File: config.mk
export PLATFORM = sky130hd
export DESIGN_NAME = spi_rx_err
export DESIGN_NICKNAME = d
export VERILOG_FILES = /design/src/rtl/spi_rx_pkg.sv /design/src/rtl/spi_rx_shifter.sv /design/src/rtl/spi_rx_status.sv /design/src/rtl/spi_rx_err.sv
export SDC_FILE = /design/constraint.sdc
export NUM_CORES = 1
export LEC_CHECK = 0
export BUFFER_PORTS_ARGS = -buffer_cell sky130_fd_sc_hd__buf_4
export CAP_MARGIN = 40
export CORE_AREA = 2 2 53 55
export DETAILED_ROUTE_END_ITERATION = 8
export DIE_AREA = 0 0 55 57
export PLACE_DENSITY_LB_ADDON = 0.3
export SLEW_MARGIN = 0
export SYNTH_ARGS = -nofsm -noshare
export SYNTH_HDL_FRONTEND = slang
export SYNTH_SLANG_ARGS = --single-unit
File: constraint.sdc
create_clock -name clk -period 2.5 [get_ports clk]
set_input_delay 0.375 -clock clk [delete_from_list [all_inputs] [get_ports clk]]
set_output_delay 0.375 -clock clk [all_outputs]
set_load 0.05 [all_outputs]
File: src/rtl/spi_rx_pkg.sv
package spi_rx_pkg;
    localparam int STAT_W  = 3;
    localparam int CTRL_W  = 5;
    localparam int ST_RXF  = 0;
    localparam int ST_OVR  = 1;
    localparam int ST_MODF = 2;

    typedef struct packed {
        logic err_ie;
        logic rx_ie;
        logic modf_en;
        logic fall_edge;
        logic master;
    } ctrl_t;
endpackage

File: src/rtl/spi_rx_shifter.sv
module spi_rx_shifter
    import spi_rx_pkg::*;
#(
    parameter int DATA_W = 8
) (
    input  logic              clk,
    input  logic              rst_n,
    input  ctrl_t             ctrl,
    input  logic              sck,
    input  logic              mosi,
    input  logic              ss_n,
    output logic              first_bit,
    output logic              byte_done,
    output logic [DATA_W-1:0] byte_o,
    output logic              ss_abort,
    output logic              ss_fall_m
);
    localparam int CNT_W = (DATA_W > 1) ? $clog2(DATA_W) : 1;
    localparam logic [CNT_W-1:0] LAST = CNT_W'(DATA_W - 1);

    typedef struct packed {
        logic              sck;
        logic              ss;
        logic [CNT_W-1:0]  cnt;
        logic [DATA_W-1:0] sh;
    } shift_st_t;

    shift_st_t st_d, st_q;
    logic      edge_hit;
    logic      cap;

    always_comb begin
        st_d     = st_q;
        edge_hit = ctrl.fall_edge ? (!sck && st_q.sck) : (sck && !st_q.sck);
        cap      = edge_hit && (ctrl.master || !ss_n);
        st_d.sck = sck;
        st_d.ss  = ss_n;
        if (cap) begin
            st_d.sh  = {st_q.sh[DATA_W-2:0], mosi};
            st_d.cnt = (st_q.cnt == LAST) ? '0 : st_q.cnt + CNT_W'(1);
        end
        if (!ctrl.master && ss_n) begin
            st_d.cnt = '0;
        end
        first_bit = cap && (st_q.cnt == '0);
        byte_done = cap && (st_q.cnt == LAST);
        byte_o    = {st_q.sh[DATA_W-2:0], mosi};
        ss_abort  = !ctrl.master && ss_n && !st_q.ss && (st_q.cnt != '0);
        ss_fall_m = ctrl.master && !ss_n && st_q.ss;
    end

    always_ff @(posedge clk or negedge rst_n) begin
        if (!rst_n) begin
            st_q     <= '0;
            st_q.ss  <= 1'b1;
        end else begin
            st_q <= st_d;
        end
    end
endmodule

File: src/rtl/spi_rx_status.sv
module spi_rx_status
    import spi_rx_pkg::*;
#(
    parameter int DATA_W = 8
) (
    input  logic              clk,
    input  logic              rst_n,
    input  logic              first_bit,
    input  logic              byte_done,
    input  logic [DATA_W-1:0] byte_in,
    input  logic              ss_abort,
    input  logic              ss_fall_m,
    input  logic              stat_rd,
    input  logic              data_rd,
    input  logic              ctrl_wr,
    input  ctrl_t             ctrl_wdata,
    output ctrl_t             ctrl_o,
    output logic [STAT_W-1:0] stat_o,
    output logic [DATA_W-1:0] data_o
);
    typedef struct packed {
        ctrl_t             ctrl;
        logic              rxf;
        logic              ovr;
        logic              modf;
        logic              discard;
        logic              arm_rxf;
        logic              arm_ovr;
        logic              arm_modf;
        logic [DATA_W-1:0] data;
    } stat_st_t;

    stat_st_t st_d, st_q;

    always_comb begin
        st_d = st_q;
        if (ctrl_wr) begin
            st_d.ctrl = ctrl_wdata;
            if (st_q.arm_modf) st_d.modf = 1'b0;
            st_d.arm_modf = 1'b0;
        end
        if (stat_rd) begin
            st_d.arm_rxf  = st_q.rxf;
            st_d.arm_ovr  = st_q.ovr;
            st_d.arm_modf = st_q.modf;
        end
        if (data_rd) begin
            if (st_q.arm_rxf) st_d.rxf = 1'b0;
            if (st_q.arm_ovr) st_d.ovr = 1'b0;
            st_d.arm_rxf = 1'b0;
            st_d.arm_ovr = 1'b0;
        end
        // overflow is decided when the first bit of the next byte lands
        if (first_bit) begin
            st_d.discard = st_q.rxf;
            if (st_q.rxf) st_d.ovr = 1'b1;
        end
        if (byte_done) begin
            if (!st_q.ovr && !st_q.discard) begin
                st_d.data = byte_in;
                st_d.rxf  = 1'b1;
            end
            st_d.discard = 1'b0;
        end
        if ((ss_abort || ss_fall_m) && st_q.ctrl.modf_en) begin
            st_d.modf = 1'b1;
        end
    end

    always_ff @(posedge clk or negedge rst_n) begin
        if (!rst_n) st_q <= '0;
        else        st_q <= st_d;
    end

    assign ctrl_o = st_q.ctrl;
    assign data_o = st_q.data;
    always_comb begin
        stat_o          = '0;
        stat_o[ST_RXF]  = st_q.rxf;
        stat_o[ST_OVR]  = st_q.ovr;
        stat_o[ST_MODF] = st_q.modf;
    end
endmodule

File: src/rtl/spi_rx_err.sv
module spi_rx_err
    import spi_rx_pkg::*;
#(
    parameter int DATA_W = 8
) (
    input  logic              clk,
    input  logic              rst_n,
    input  logic              sck,
    input  logic              mosi,
    input  logic              ss_n,
    input  logic              stat_rd,
    input  logic              data_rd,
    input  logic              ctrl_wr,
    input  logic [CTRL_W-1:0] ctrl_wdata,
    output logic [STAT_W-1:0] stat_o,
    output logic [DATA_W-1:0] rx_data_o,
    output logic              rx_irq,
    output logic              err_irq
);
    ctrl_t             ctrl_q;
    logic              first_bit;
    logic              byte_done;
    logic [DATA_W-1:0] byte_w;
    logic              ss_abort;
    logic              ss_fall_m;

    spi_rx_shifter #(.DATA_W(DATA_W)) u_shift (
        .clk       (clk),
        .rst_n     (rst_n),
        .ctrl      (ctrl_q),
        .sck       (sck),
        .mosi      (mosi),
        .ss_n      (ss_n),
        .first_bit (first_bit),
        .byte_done (byte_done),
        .byte_o    (byte_w),
        .ss_abort  (ss_abort),
        .ss_fall_m (ss_fall_m)
    );

    spi_rx_status #(.DATA_W(DATA_W)) u_stat (
        .clk        (clk),
        .rst_n      (rst_n),
        .first_bit  (first_bit),
        .byte_done  (byte_done),
        .byte_in    (byte_w),
        .ss_abort   (ss_abort),
        .ss_fall_m  (ss_fall_m),
        .stat_rd    (stat_rd),
        .data_rd    (data_rd),
        .ctrl_wr    (ctrl_wr),
        .ctrl_wdata (ctrl_t'(ctrl_wdata)),
        .ctrl_o     (ctrl_q),
        .stat_o     (stat_o),
        .data_o     (rx_data_o)
    );

    assign rx_irq  = stat_o[ST_RXF] && ctrl_q.rx_ie;
    assign err_irq = (stat_o[ST_OVR] || stat_o[ST_MODF]) && ctrl_q.err_ie;
endmodule

==> flow_metrics.tcl <==
set metrics [dict create \
    status "finished, final reports clean" \
    relSlewSlack 0.698 \
    grt.overflow.total 0 \
    drv_slew 0 \
    regArea_um2 802 \
    drt-initial-drc-count 18 \
    setup_violations 0 \
    cts_inserted_buffers 5 \
    cts.path.max_buffers 2 \
    ys.flop_type "dfrtp_1" \
    h-tree-depth 2 \
    drt_pre_antenna_iters 3 \
    p_leak_uw 0.000797 \
    hold_viol_final 0 \
    root_buffer "clkbuf_4" \
    ys_seq_elements 32 \
    ff2ff_setup_slack_ns 0.62 \
    synthArstFlopShare 1.00 \
    r2r-end "u_stat.data_o[2]$_DFFE_PN0P_" \
    postCtsSetupBuffers 0 \
    dp_hpwl_um 1620 \
    timing.hold.ws_ns 0.170 \
    die_y_um 57 \
    min_to "u_shift.st_q[11]$_DFF_PN1_" \
    ant_nets 0 \
    whs_path_depth 1 \
    synth.yosys.seq_area_share 0.573 \
    ir_drop_mv 0.482 \
    max_cap_viol_count 0 \
    r2r-start "u_stat.ctrl_o[1]$_DFFE_PN0P_" \
    crit_arrival_ns 2.09 \
    drive_gt1_frac 0.444 \
    synthTopCellsByArea "dfrtp_1, mux2_2, buf_4, a22o_1, ha_1" \
    netlist_instances 103 \
    area_growth_syn_to_layout_pct 14.4 \
    n_antenna_cell 0 \
    place_congestion 0.712 \
    criticalPathCategory "reg -> reg" \
    track_usage 0.179 \
    final_cells 155 \
    synth_edf_count 0 \
    syn_avg_cell_area_um2 13.6 \
    cp-start-kind "flop" \
    path_clk_slew_ns 0.09 \
    initial_utilization 0.535 \
    routed_wirelength_um 2210 \
    place_area_um2 1530 \
    synth_top_area_cell "dfrtp_1" \
    drc 0 \
    cts_tree "yes" \
    fmax_ghz 0.532 \
    fp-row-count 19 \
    cts.sinks 32 \
    final_core_util 0.612 \
    multi_input_area_um2 493 \
    finalCriticalPeriod_ns 1.88 \
    port_buffers 25 \
    vias_per_cell 5.14 \
    die-area_um2 3140 \
    syn_area_um2 1400 \
    path_max_fanout 14 \
    grt_pass1_wl_um 3910 \
    dp.cells 146 \
    num_vias 797 \
    timing.critical_path.to_type "flop" \
    mostFrequentLayoutCell "dfrtp_1" \
    wl_per_cell_um 14.2 \
    hold_path_class "in -> reg" \
    setup_tns_ns 0 \
    fillers 231 \
    core_um2 2620 \
    yosysUniqueCellTypes 24 \
    netlist.area_leader.share 0.554 \
    syn_nets 119 \
    fin_nets 139 \
    rsz0062_at_grt "no" \
    tightest_slew_ns 0.452 \
    most-common-layout-cells "dfrtp_1, buf_4, mux2_2" \
    grt_start_max_net_pins 33 \
    fin_skew_ns 0.0114 \
    min-delay-start "ss_n" \
    hold_buffers 1 \
    clkLatencyLatePin_ns 0.33 \
    design_area_um2 1600 \
    grt_pass1_vias 825 \
    cts_resized 0 \
    crit_required_ns 2.71 \
    pwr_density_cell_nw_per_um2 781 \
    period_share 0.752 \
    die_w_um 55 \
    ff2ff_path_depth 4 \
    ioPinCount 26 \
    grt_antenna_before_repair 0 \
    yosysWarnings 0 \
]
where the power goes:
| group | switching, µW | internal (µW) | total (µW) |
|---|---|---|---|
| Combinational | 140 | 131 | 271 |
| Clock | 163 | 139 | 302 |
| Sequential | 65.8 | 612 | 678 |
worst max path at each step:
stage,start,to,cells past startpoint
floorplan,u_shift.st_q[12]$_DFF_PN0_,u_shift.byte_o[4]$_DFFE_PN0P_,4
global route,u_shift.st_q[12]$_DFF_PN0_,u_stat.data_o[3]$_DFFE_PN0P_,4
global placement,sck,u_stat.data_o[2]$_DFFE_PN0P_,5
finish,u_stat.ctrl_o[1]$_DFFE_PN0P_,u_stat.data_o[2]$_DFFE_PN0P_,4
CTS,u_stat.ctrl_o[1]$_DFFE_PN0P_,u_stat.data_o[2]$_DFFE_PN0P_,4
detailed placement,sck,u_stat.data_o[2]$_DFFE_PN0P_,5
sequential cells by signal (all words and copies together) (netlist names):
signal	cells
u_stat.ctrl_o	5
u_stat.data_o	8
u_stat.st_q	4
u_shift.byte_o	7
u_shift.st_q	5
u_stat.stat_o	3
routing by layer:
| layer | global-route usage | wire [µm] | part of all wire | vias to the layer above |
|---|---|---|---|---|
| met5 | 0 | 0 | 0 | - |
| met4 | 0.0941 | 52 | 0.024 | 0 |
| met3 | 0.0602 | 102 | 0.046 | 6 |
| met2 | 0.241 | 1030 | 0.47 | 18 |
| met1 | 0.255 | 1020 | 0.46 | 386 |
| li1 | - | - | - | 387 |
synthesized netlist by cell type (2+ instances only):
master    count
a22o_1        5
buf_4        12
dfrtp_1      31
ha_1          3
inv_1         3
mux2_2       20
mux2i_1       2
nand2_1       5
nand3b_1      2
nor2_1        6
kinds of logic after synthesis:
family	Yosys count	synth area share
buffers and inverters	16	0.0751
AO/OA/AOI/OAI	11	0.0715
AND/OR/NAND/NOR	19	0.0787
adder cells (fa/ha/maj)	3	0.0268
flip-flops	32	0.573
multiplexers	22	0.175
area by class of cell:
cell class | count | share of cell area
inverters | 3 | 0.00703
well taps | 31 | 0.0242
clock buffers | 8 | 0.0367
flip-flops and latches | 32 | 0.501
repair buffers | 26 | 0.123
multi-input cells | 55 | 0.308
metrics by stage:
step | setup slack (ns) | power [µW]
5_1_grt | 0.505 | 1330
3_5_place_dp | 0.537 | 963
6_report | 0.619 | 1250
2_1_floorplan | 0.868 | 886
4_1_cts | 0.590 | 1270
3_3_place_gp | 0.586 | 951
worst max-delay path, stage by stage (launching register included):
cell and delay [ns]:
dfrtp_1 0.41, or3b_4 0.40, a21boi_4 0.41, nand3_4 0.22
mux2_2 0.32
(Power assumes the default switching activity.)
